**src/rtl/ptmr_pkg.sv**
```systemverilog
package ptmr_pkg;
  localparam int DW      = 32;
  localparam int PRESC_W = 12;
  localparam int AW      = 5;

  localparam logic [AW-1:0] OFS_CTRL = 5'h00;
  localparam logic [AW-1:0] OFS_STAT = 5'h04;
  localparam logic [AW-1:0] OFS_LOAD = 5'h08;
  localparam logic [AW-1:0] OFS_CMP  = 5'h0C;
  localparam logic [AW-1:0] OFS_CNT  = 5'h10;

  localparam int B_RUN    = 0;
  localparam int B_SMODE  = 1;
  localparam int B_IEN    = 2;
  localparam int B_RLD    = 3;
  localparam int B_PRE_LO = 4;
  localparam int B_SWR    = 16;
  localparam int B_PIN_LO = 22;
  localparam int B_CS_LO  = 24;

  localparam logic [DW-1:0] ALL_ONES = {DW{1'b1}};

  typedef enum logic [1:0] {
    PIN_NONE   = 2'd0,
    PIN_INVERT = 2'd1,
    PIN_LOW    = 2'd2,
    PIN_HIGH   = 2'd3
  } pin_act_e;

  typedef struct packed {
    logic [1:0]         clk_gate;
    pin_act_e           pin_act;
    logic [PRESC_W-1:0] presc;
    logic               rld;
    logic               irq_en;
    logic               start_mode;
    logic               run;
  } ctrl_t;

  function automatic ctrl_t ctrl_from_word(input logic [DW-1:0] w);
    ctrl_t c;
    c.run        = w[B_RUN];
    c.start_mode = w[B_SMODE];
    c.irq_en     = w[B_IEN];
    c.rld        = w[B_RLD];
    c.presc      = w[B_PRE_LO +: PRESC_W];
    c.pin_act    = pin_act_e'(w[B_PIN_LO +: 2]);
    c.clk_gate   = w[B_CS_LO +: 2];
    return c;
  endfunction

  function automatic logic [DW-1:0] word_from_ctrl(input ctrl_t c, input logic busy);
    logic [DW-1:0] w;
    w = '0;
    w[B_RUN]                = c.run;
    w[B_SMODE]              = c.start_mode;
    w[B_IEN]                = c.irq_en;
    w[B_RLD]                = c.rld;
    w[B_PRE_LO +: PRESC_W]  = c.presc;
    w[B_SWR]                = busy;
    w[B_PIN_LO +: 2]        = c.pin_act;
    w[B_CS_LO +: 2]         = c.clk_gate;
    return w;
  endfunction
endpackage

```
**src/rtl/ptmr_regs.sv**
```systemverilog
module ptmr_regs
  import ptmr_pkg::*;
#(
  parameter int SRST_CYCLES = 8
) (
  input  logic          clk,
  input  logic          rst,
  input  logic          wr_en,
  input  logic          rd_en,
  input  logic [AW-1:0] addr,
  input  logic [DW-1:0] wdata,
  input  logic [DW-1:0] cnt_i,
  input  logic          match_i,
  output logic [DW-1:0] rdata_o,
  output ctrl_t         ctrl_o,
  output logic [DW-1:0] load_o,
  output logic [DW-1:0] cmp_o,
  output logic          flag_o,
  output logic          busy_o,
  output logic          start_o,
  output logic          start_rld_o
);
  localparam int SW = $clog2(SRST_CYCLES + 1);

  logic [SW-1:0] srst_cnt;
  ctrl_t         ctrl_q;
  logic [DW-1:0] load_q;
  logic [DW-1:0] cmp_q;
  logic          flag_q;
  logic [DW-1:0] rdata_q;
  logic [DW-1:0] rd_mux;
  logic          wr_ok;
  logic          wr_ctrl;
  logic          swr_req;
  logic          ctrl_upd;
  logic          flag_clr;

  assign busy_o   = (srst_cnt != '0);
  assign wr_ok    = wr_en && !busy_o;
  assign wr_ctrl  = wr_ok && (addr == OFS_CTRL);
  assign swr_req  = wr_ctrl && wdata[B_SWR];
  assign ctrl_upd = wr_ctrl && !wdata[B_SWR];
  assign flag_clr = wr_ok && (addr == OFS_STAT) && wdata[0];

  assign start_o     = ctrl_upd && wdata[B_RUN] && wdata[B_SMODE] && !ctrl_q.run;
  assign start_rld_o = wdata[B_RLD];

  always_comb begin
    case (addr)
      OFS_CTRL: rd_mux = word_from_ctrl(ctrl_q, busy_o);
      OFS_STAT: rd_mux = {{(DW-1){1'b0}}, flag_q};
      OFS_LOAD: rd_mux = load_q;
      OFS_CMP:  rd_mux = cmp_q;
      OFS_CNT:  rd_mux = cnt_i;
      default:  rd_mux = '0;
    endcase
  end

  always_ff @(posedge clk) begin
    if (rst) begin
      srst_cnt <= '0;
      ctrl_q   <= '0;
      load_q   <= ALL_ONES;
      cmp_q    <= '0;
      flag_q   <= 1'b0;
      rdata_q  <= '0;
    end else begin
      if (swr_req) begin
        srst_cnt <= SW'(SRST_CYCLES);
      end else if (busy_o) begin
        srst_cnt <= srst_cnt - 1'b1;
      end

      if (busy_o) begin
        ctrl_q <= '0;
        load_q <= ALL_ONES;
        cmp_q  <= '0;
        flag_q <= 1'b0;
      end else begin
        if (ctrl_upd) begin
          ctrl_q <= ctrl_from_word(wdata);
        end
        if (wr_ok && (addr == OFS_LOAD)) begin
          load_q <= wdata;
        end
        if (wr_ok && (addr == OFS_CMP)) begin
          cmp_q <= wdata;
        end
        if (match_i) begin
          flag_q <= 1'b1;
        end else if (flag_clr) begin
          flag_q <= 1'b0;
        end
      end

      if (rd_en) begin
        rdata_q <= rd_mux;
      end
    end
  end

  assign ctrl_o  = ctrl_q;
  assign load_o  = load_q;
  assign cmp_o   = cmp_q;
  assign flag_o  = flag_q;
  assign rdata_o = rdata_q;
endmodule

```
**src/rtl/ptmr_prescale.sv**
```systemverilog
module ptmr_prescale
  import ptmr_pkg::*;
(
  input  logic               clk,
  input  logic               rst,
  input  logic               tick_i,
  input  logic               run_i,
  input  logic               clear_i,
  input  logic [PRESC_W-1:0] presc_i,
  output logic               step_o
);
  logic [PRESC_W-1:0] div_q;
  logic               live;

  assign live   = tick_i && run_i && !clear_i;
  assign step_o = live && (div_q >= presc_i);

  always_ff @(posedge clk) begin
    if (rst || clear_i) begin
      div_q <= '0;
    end else if (live) begin
      if (div_q >= presc_i) begin
        div_q <= '0;
      end else begin
        div_q <= div_q + 1'b1;
      end
    end
  end
endmodule

```
**src/rtl/ptmr_count.sv**
```systemverilog
module ptmr_count
  import ptmr_pkg::*;
(
  input  logic          clk,
  input  logic          rst,
  input  logic          busy_i,
  input  logic          start_i,
  input  logic          start_rld_i,
  input  logic          step_i,
  input  logic          rld_i,
  input  logic [DW-1:0] load_i,
  input  logic [DW-1:0] cmp_i,
  output logic [DW-1:0] cnt_o,
  output logic          match_o
);
  logic [DW-1:0] cnt_q;
  logic [DW-1:0] step_val;
  logic          advance;

  always_comb begin
    if (cnt_q == '0) begin
      step_val = rld_i ? load_i : ALL_ONES;
    end else begin
      step_val = cnt_q - 1'b1;
    end
  end

  assign advance = step_i && !busy_i && !start_i;
  assign match_o = advance && (step_val == cmp_i);

  always_ff @(posedge clk) begin
    if (rst || busy_i) begin
      cnt_q <= ALL_ONES;
    end else if (start_i) begin
      cnt_q <= start_rld_i ? load_i : ALL_ONES;
    end else if (advance) begin
      cnt_q <= step_val;
    end
  end

  assign cnt_o = cnt_q;
endmodule

```
**src/rtl/ptmr_pin.sv**
```systemverilog
module ptmr_pin
  import ptmr_pkg::*;
(
  input  logic     clk,
  input  logic     rst,
  input  logic     busy_i,
  input  logic     match_i,
  input  pin_act_e act_i,
  output logic     pin_o
);
  logic pin_q;

  always_ff @(posedge clk) begin
    if (rst || busy_i) begin
      pin_q <= 1'b0;
    end else if (match_i) begin
      case (act_i)
        PIN_INVERT: pin_q <= !pin_q;
        PIN_LOW:    pin_q <= 1'b0;
        PIN_HIGH:   pin_q <= 1'b1;
        default:    pin_q <= pin_q;
      endcase
    end
  end

  assign pin_o = pin_q;
endmodule

```
**src/rtl/ptmr_top.sv**
```systemverilog
module ptmr_top
  import ptmr_pkg::*;
#(
  parameter int SRST_CYCLES = 8
) (
  input  logic          clk,
  input  logic          rst,
  input  logic          tick_i,
  input  logic          wr_en_i,
  input  logic          rd_en_i,
  input  logic [AW-1:0] addr_i,
  input  logic [DW-1:0] wdata_i,
  output logic [DW-1:0] rdata_o,
  output logic          irq_o,
  output logic          pin_o
);
  ctrl_t         ctrl;
  logic [DW-1:0] load_v;
  logic [DW-1:0] cmp_v;
  logic [DW-1:0] cnt_v;
  logic          flag_v;
  logic          busy_v;
  logic          start_v;
  logic          start_rld_v;
  logic          step_v;
  logic          match_v;
  logic          run_v;

  assign run_v = ctrl.run && (ctrl.clk_gate != 2'd0);

  ptmr_regs #(.SRST_CYCLES(SRST_CYCLES)) u_regs (
    .clk(clk), .rst(rst), .wr_en(wr_en_i), .rd_en(rd_en_i), .addr(addr_i),
    .wdata(wdata_i), .cnt_i(cnt_v), .match_i(match_v), .rdata_o(rdata_o),
    .ctrl_o(ctrl), .load_o(load_v), .cmp_o(cmp_v), .flag_o(flag_v),
    .busy_o(busy_v), .start_o(start_v), .start_rld_o(start_rld_v)
  );

  ptmr_prescale u_pre (
    .clk(clk), .rst(rst), .tick_i(tick_i), .run_i(run_v),
    .clear_i(busy_v || start_v), .presc_i(ctrl.presc), .step_o(step_v)
  );

  ptmr_count u_cnt (
    .clk(clk), .rst(rst), .busy_i(busy_v), .start_i(start_v),
    .start_rld_i(start_rld_v), .step_i(step_v), .rld_i(ctrl.rld),
    .load_i(load_v), .cmp_i(cmp_v), .cnt_o(cnt_v), .match_o(match_v)
  );

  ptmr_pin u_pin (
    .clk(clk), .rst(rst), .busy_i(busy_v), .match_i(match_v),
    .act_i(ctrl.pin_act), .pin_o(pin_o)
  );

  assign irq_o = flag_v && ctrl.irq_en;
endmodule

```
**config.mk**
```make
export PLATFORM = sky130hd
export DESIGN_NAME = ptmr_top
export DESIGN_NICKNAME = d
export VERILOG_FILES = /design/src/rtl/ptmr_pkg.sv /design/src/rtl/ptmr_regs.sv /design/src/rtl/ptmr_prescale.sv /design/src/rtl/ptmr_count.sv /design/src/rtl/ptmr_pin.sv /design/src/rtl/ptmr_top.sv
export SDC_FILE = /design/constraint.sdc
export NUM_CORES = 1
export LEC_CHECK = 0
export BUFFER_PORTS_ARGS = -buffer_cell sky130_fd_sc_hd__buf_4
export CAP_MARGIN = 20
export CORE_MARGIN = 5
export CORE_UTILIZATION = 45
export DETAILED_ROUTE_END_ITERATION = 10
export GPL_TIMING_DRIVEN = 0
export PLACE_DENSITY = 0.65
export SETUP_SLACK_MARGIN = 0.4
export SLEW_MARGIN = 10
export SYNTH_ARGS = -nofsm -noshare
export SYNTH_HDL_FRONTEND = slang
export SYNTH_HIERARCHICAL = 1
export SYNTH_SLANG_ARGS = --single-unit
```
**constraint.sdc**
```tcl
create_clock -name clk -period 3.64 [get_ports clk]
set_input_delay 0.728 -clock clk [delete_from_list [all_inputs] [get_ports clk]]
set_output_delay 0.728 -clock clk [all_outputs]
set_load 0.01 [all_outputs]
```
==> metrics.txt, run 1 <==
gr busiest metal=met2; post-route cell area=around 11,000 um^2; share of layout cells above drive strength 1=19.06%; Core Region=approximately 20,000 um^2; n_diodes=0; final worst path period share=106.6%; worst clock skew=roughly 0.012 ns; final core utilization=roughly 55%; RSZ-0062 raised after global routing=true; Routed WL=33,990 um; register bit count reported by yosys=166; count of cell types in the netlist=76; status=complete, but fails checks; Placer Congestion=between 1 and 1.5; Final Critical Period=roughly 3.9 ns; Worst Path Arrival=between 4 and 5 ns; Seq/Total Area, Yosys=a little over a third; DRC errors left=0; met2 Usage GRT=roughly 44%; Worst-path clk slew=~0.07 ns; Avg WL per Cell=around 22 um; first-pass GRT wire length=a little over 50,000 um; CTS tree=built; Yosys warning total=6; site row count=52; # setup viols final=2; number of global-route vias before repair=around 8,600; first-iteration detailed-routing DRC count=1,090; final hold vios=0; syn avg cell area=8.096 um^2; top achievable clock speed=~0.26 GHz; Crit. End Element=flip-flop; chip width=roughly 150 um; buffer depth of the longest clock path=2; total congestion overflow=0; worst vdd ir=between 300 and 400 uV; placed inst area=10,010 um^2; Initial Util=45.30%; largest net degree at the start of global routing=17; die area=between 20,000 and 25,000 um^2; CP Class=reg2reg; commonest non-fill, non-tap cell in the layout=nand2_1; Total Routing Usage GR=between 20% and 30%; EDFF count, synth=0; FILL cells=a little under 2,000; Layout area overhead=21.79%; fin. max-slew vios=0; H-tree Lvls=4; Slew HR=between 40% and 50%; failing checks=setup timing; register area=approximately 3300 um^2; TritonCTS buffer count=17; Pwr per Cell Area=approximately 400 nW/um^2; hpwl dp=approximately 25,000 um; fin nets=1,302; die height=152.3 um; Clock Sinks=~170; footprint of the multi-input gates=5540 um^2; worst skew pair latency=approximately 0.43 ns; hold buffers post-CTS=0; most common flop cell mapped by yosys=dfxtp_1; syn_nets=~1,200; commonest non-fill, non-tap cells in the layout=nand2_1 (172), dfxtp_1 (162), buf_4 (101), o21ai_0 (72), a22oi_1 (63); Critical Path RT=just under 4 ns; actual slew at the worst max-slew pin=around 0.83 ns; Tightest Hold Check Type=reg2reg; Vias/cell=around 6.0; Max-cap violations=0; initial antenna violation count=1; ys async rst share=0%; I/O pins=76; PortBufs=74; CP Max Fanout=5; Post-Syn Area=9107 um^2; Mapped Cells=about 1,100; DRT Pass-1 Iters=6; Root Buffer=clkbuf_16; Pleak=approximately 0.0040 uW; Global Route met3 Usage=between 5 and 6%; slack of the critical path=-0.2393 ns; Antenna Nets Post-Route=0; routed via count=9,214; crit path launch type=flip-flop; Tot Pwr=4476 uW; met1 GRT Util=38.26%
[metal layers]
metal  part of all wire, %  wire, um
met4                   4.0      1361
met3                   8.6      2910
met2                    44     15100
met1                    43     14610
met5                     0         0
[state kept, by name, indices dropped and copies added (netlist names)]
signal           count
u_cnt/cnt_o         32
u_regs/cmp_o        32
u_regs/load_o       32
u_regs/rdata_o      32
u_regs/ctrl_o       20
u_pre/div_q         12
u_regs/srst_cnt      4
u_pin/pin_o          1
u_regs/flag_o        1
[critical path, stage by stage, from the launching register on]
cell and delay, ns:
dfxtp_4 0.36, or4_4 0.58, or4_4 0.44, buf_8 0.14, or3_4 0.33, or3b_4 0.41, xnor2_2 0.14, o21ai_2 0.16
xnor2_1 0.09, or4_4 0.45, nor4_4 0.21, buf_4 0.19, o21ai_2 0.06, a32o_1 0.20
[worst paths after layout]
| check | cells past startpoint | end | start | slack, ns |
|---|---|---|---|---|
| worst max-delay path | 13 | u_pin/pin_o$_SDFFE_PP0P_ | u_cnt/cnt_o[20]$_SDFFE_PP1P_ | -0.24 |
| worst min-delay path | 2 | u_regs/rdata_o[15]$_SDFFE_PP0P_ | u_regs/rdata_o[15]$_SDFFE_PP0P_ | 0.49 |
| worst max register to register | 13 | u_pin/pin_o$_SDFFE_PP0P_ | u_cnt/cnt_o[20]$_SDFFE_PP1P_ | -0.24 |
| worst min register to register | 2 | u_regs/rdata_o[15]$_SDFFE_PP0P_ | u_regs/rdata_o[15]$_SDFFE_PP0P_ | 0.49 |
[cell usage after synthesis (all sizes together), types with 5 or more instances]
| library cell | n | share of area [%] |
|---|---|---|
| clkbuf | 62 | 2.6 |
| buf | 20 | 1.5 |
| or2 | 5 | 0.34 |
| nand4b | 5 | 0.48 |
| o21ai | 80 | 4.4 |
| dfxtp | 166 | 36 |
| o22ai | 8 | 0.55 |
| nand4 | 18 | 1.2 |
| o31ai | 11 | 0.91 |
| or4 | 8 | 0.74 |
| a31oi | 6 | 0.58 |
| ha | 17 | 2.3 |
| xnor2 | 31 | 3.0 |
| nor3b | 7 | 0.81 |
| xor2 | 21 | 2.0 |
| nand2b | 33 | 2.3 |
| a221o | 6 | 0.66 |
| a21o | 7 | 0.58 |
| mux2i | 21 | 2.3 |
| nor2 | 54 | 2.3 |
| nor3 | 35 | 1.9 |
| and2 | 8 | 0.55 |
| or3 | 10 | 0.74 |
| mux2 | 21 | 2.6 |
| a21oi | 54 | 3.0 |
| a22oi | 63 | 5.2 |
| a221oi | 29 | 2.8 |
| nand3 | 48 | 2.6 |
| nand2 | 174 | 7.2 |
| nor4 | 13 | 1.4 |
| inv | 34 | 1.4 |
[metrics by stage]
stage          hold slack (ns)  setup TNS, ns  instances  worst slack, ns
3_3_place_gp            0.4691         -11.62       1469           -1.316
5_1_grt                 0.5149        -0.6854       1524          -0.3610
2_1_floorplan           0.4462        -0.1149       1125          -0.1149
6_report                0.4932        -0.4595       1524          -0.2393
4_1_cts                 0.4893        -0.4567       1516          -0.2499
3_5_place_dp            0.4733         -11.65       1470           -1.276
[final cells by class]
type	count	share of cell area, %
inverter	34	1.151
multi-input combinational	843	49.95
buffer	82	3.768
timing repair buffer	99	6.712
clock buffer	21	4.241
sequential	166	30.05
clock inverter	9	1.083
tap	270	3.046
[what timing repair did]
item,in CTS,in global routing
pin swaps,11,12
resized for setup,41,49
buffers inserted,16,8
setup endpoints to repair,34,32
[cell families after synthesis]
kind of cell,share of synthesized area [%]
AO/OA/AOI/OAI,21.49
XOR/XNOR,5.001
adder cells (fa/ha/maj),2.335
buffers and inverters,5.413
flip-flops,36.49
multiplexers,4.905
AND/OR/NAND/NOR,24.37
[power breakdown]
group	total, uW	internal, uW	switching (uW)
Clock	1840	1070	768
Combinational	765	221	544
Sequential	1870	1840	31.8
Total	4480	3130	1340
Power figures use the tool's default switching activity.
==> run 2: changes to the inputs <==
Settings changed: CORE_UTILIZATION 45 to 41, PLACE_DENSITY 0.65 to default.
==> metrics.txt, run 2 (synthesized netlist as in run 1, its figures left out) <==
slack of the critical path=-0.1524 ns; Antenna Nets Post-Route=0; CP cell instances=or4_4 -> or4_4 -> buf_8 -> or3_4 -> or3b_4 -> xnor2_2 -> o21ai_2 -> xnor2_1 -> or4_4 -> nor4_4 -> buf_4 -> o21ai_2 -> a32o_1; CP Max Fanout=5; crit path launch type=flip-flop; commonest non-fill, non-tap cells in the layout=nand2_1 (172), dfxtp_1 (163), buf_4 (104), o21ai_0 (72), a22oi_1 (63); TritonCTS buffer count=17; slowest CP cell=or4_4; Critical Path RT=slightly below 4 ns; internal power=approximately 3000 uW; failing checks=setup timing; total congestion overflow=0; first-iteration detailed-routing DRC count=roughly 930; die area=25,290 um^2; combinational share of power=17.3%; routed via count=between 9,000 and 10,000; site row count=between 50 and 60; CTS tree=built; I/O pins=76; worst skew pair latency=0.44 ns; fin nets=about 1,300; Pleak=0.004046 uW; final hold vios=0; worst vdd ir=around 270 uV; Layout Cells excl Fill=1,541; fin. max-slew vios=0; actual slew at the worst max-slew pin=approximately 0.83 ns; Clock Sinks=166; first-pass GRT wire length=~53,000 um; H-tree Lvls=4; Clock Power Share=around 41%; placed instance count=1,480; final worst path period share=104.2%; worst clock skew=approximately 0.012 ns; Final Critical Period=3.792 ns; Worst-path clk slew=0.07 ns; Crit. End Element=flip-flop; Max-cap violations=0; initial antenna violation count=0; hpwl dp=between 20,000 and 30,000 um; Core Region=approximately 22,000 um^2; Psw=around 1400 uW; largest net degree at the start of global routing=17; PortBufs=74; Routed WL=around 34,000 um; final core utilization=about half; buffers plus inverters on the worst setup path=2; share of layout cells above drive strength 1=between 10% and 20%; Layout area overhead=22.85%; buffer depth of the longest clock path=2; die height=about 160 um; setup TNS=-0.2628 ns; Vias/cell=6.015; status=complete, but fails checks; # setup viols final=2; sequential fraction of design power=42.1%; max incr delay on CP=between 0.5 and 0.6 ns; RSZ-0062 raised after global routing=true; Slew HR=around 45%; gate family responsible for the most delay along the worst path=simple AND/OR/NAND/NOR gates; Initial Util=41.73%; DRC errors left=0; DRT Pass-1 Iters=5; number of global-route vias before repair=8,761; Pwr per Cell Area=397.5 nW/um^2; commonest non-fill, non-tap cell in the layout=nand2_1; top achievable clock speed=0.2637 GHz; Tightest Hold Check Type=reg2reg; CP Class=reg2reg; Total Routing Usage GR=between 20% and 30%; cell mode on critical path=or4_4; switching share of power=approximately a third; Avg WL per Cell=22.28 um; Root Buffer=clkbuf_16; Worst Path Arrival=roughly 4.1 ns; Placer Congestion=approximately 0.98; n_diodes=0; chip width=between 150 and 200 um
## run 2: metrics by stage
stage	area, um^2	hold WS [ns]	power, uW	worst slack [ns]
2_1_floorplan	9115	0.4462	2320	-0.1149
3_3_place_gp	10020	0.4692	2608	-1.333
3_5_place_dp	10030	0.4699	2616	-1.294
4_1_cts	10980	0.4836	4447	-0.1593
5_1_grt	11190	0.5058	4607	-0.2310
6_report	11190	0.4884	4447	-0.1524
## run 2: timing repair
item,CTS,global route
setup endpoints to repair,34,32
resized for setup,53,30
cloned,0,0
setup buffers,19,10
pin swaps,21,12
hold buffers,0,0
## run 2: worst reg2reg max path, stage by stage, from the launching register on
cell and delay (ns):
dfxtp_4 0.34, or4_4 0.54, or4_4 0.44, buf_8 0.15, or3_4 0.36, or3b_4 0.41, xnor2_2 0.15, o21ai_2 0.17
xnor2_1 0.08, or4_4 0.46, nor4_4 0.14, buf_4 0.19, o21ai_2 0.06, a32o_1 0.20
## run 2: cell type report
cell class	count	area, um^2
plain buffers	82	419.2
clock buffers	18	439.2
clock inverters	14	137.6
fillers	2172	10640
inverters	34	127.6
multi-input cells	843	5603
flip-flops and latches	166	3329
well taps	280	350.3
repair buffers	104	782.0
## run 2: final timing paths
| path | from | to | slack [ns] | depth (start not counted) |
|---|---|---|---|---|
| min reg2reg | u_regs/rdata_o[0]$_SDFFE_PP0P_ | u_regs/rdata_o[0]$_SDFFE_PP0P_ | 0.49 | 2 |
| max reg2reg | u_cnt/cnt_o[18]$_SDFFE_PP1P_ | u_pin/pin_o$_SDFFE_PP0P_ | -0.15 | 13 |
| max | u_cnt/cnt_o[18]$_SDFFE_PP1P_ | u_pin/pin_o$_SDFFE_PP0P_ | -0.15 | 13 |
| min | u_regs/rdata_o[0]$_SDFFE_PP0P_ | u_regs/rdata_o[0]$_SDFFE_PP0P_ | 0.49 | 2 |
## run 2: per-layer routing
metal  up-vias  routed length, um  global-route usage (%)
met1      4411              14880                   36.24
met2       412              15110                   39.72
li1       4356                  -                       -
met5         -                  0                       0
met3        90               2588                   5.151
met4         0               1752                   12.45
## run 2: power by group through the flow
| stage | clock network (uW) | logic, uW | registers, uW |
|---|---|---|---|
| final | 1800 | 771 | 1870 |
| after global routing | 1910 | 816 | 1880 |
| after CTS | 1830 | 741 | 1870 |
| after detailed placement | 0 | 706 | 1910 |
| after global placement | 0 | 698 | 1910 |
| after floorplan | 0 | 416 | 1900 |
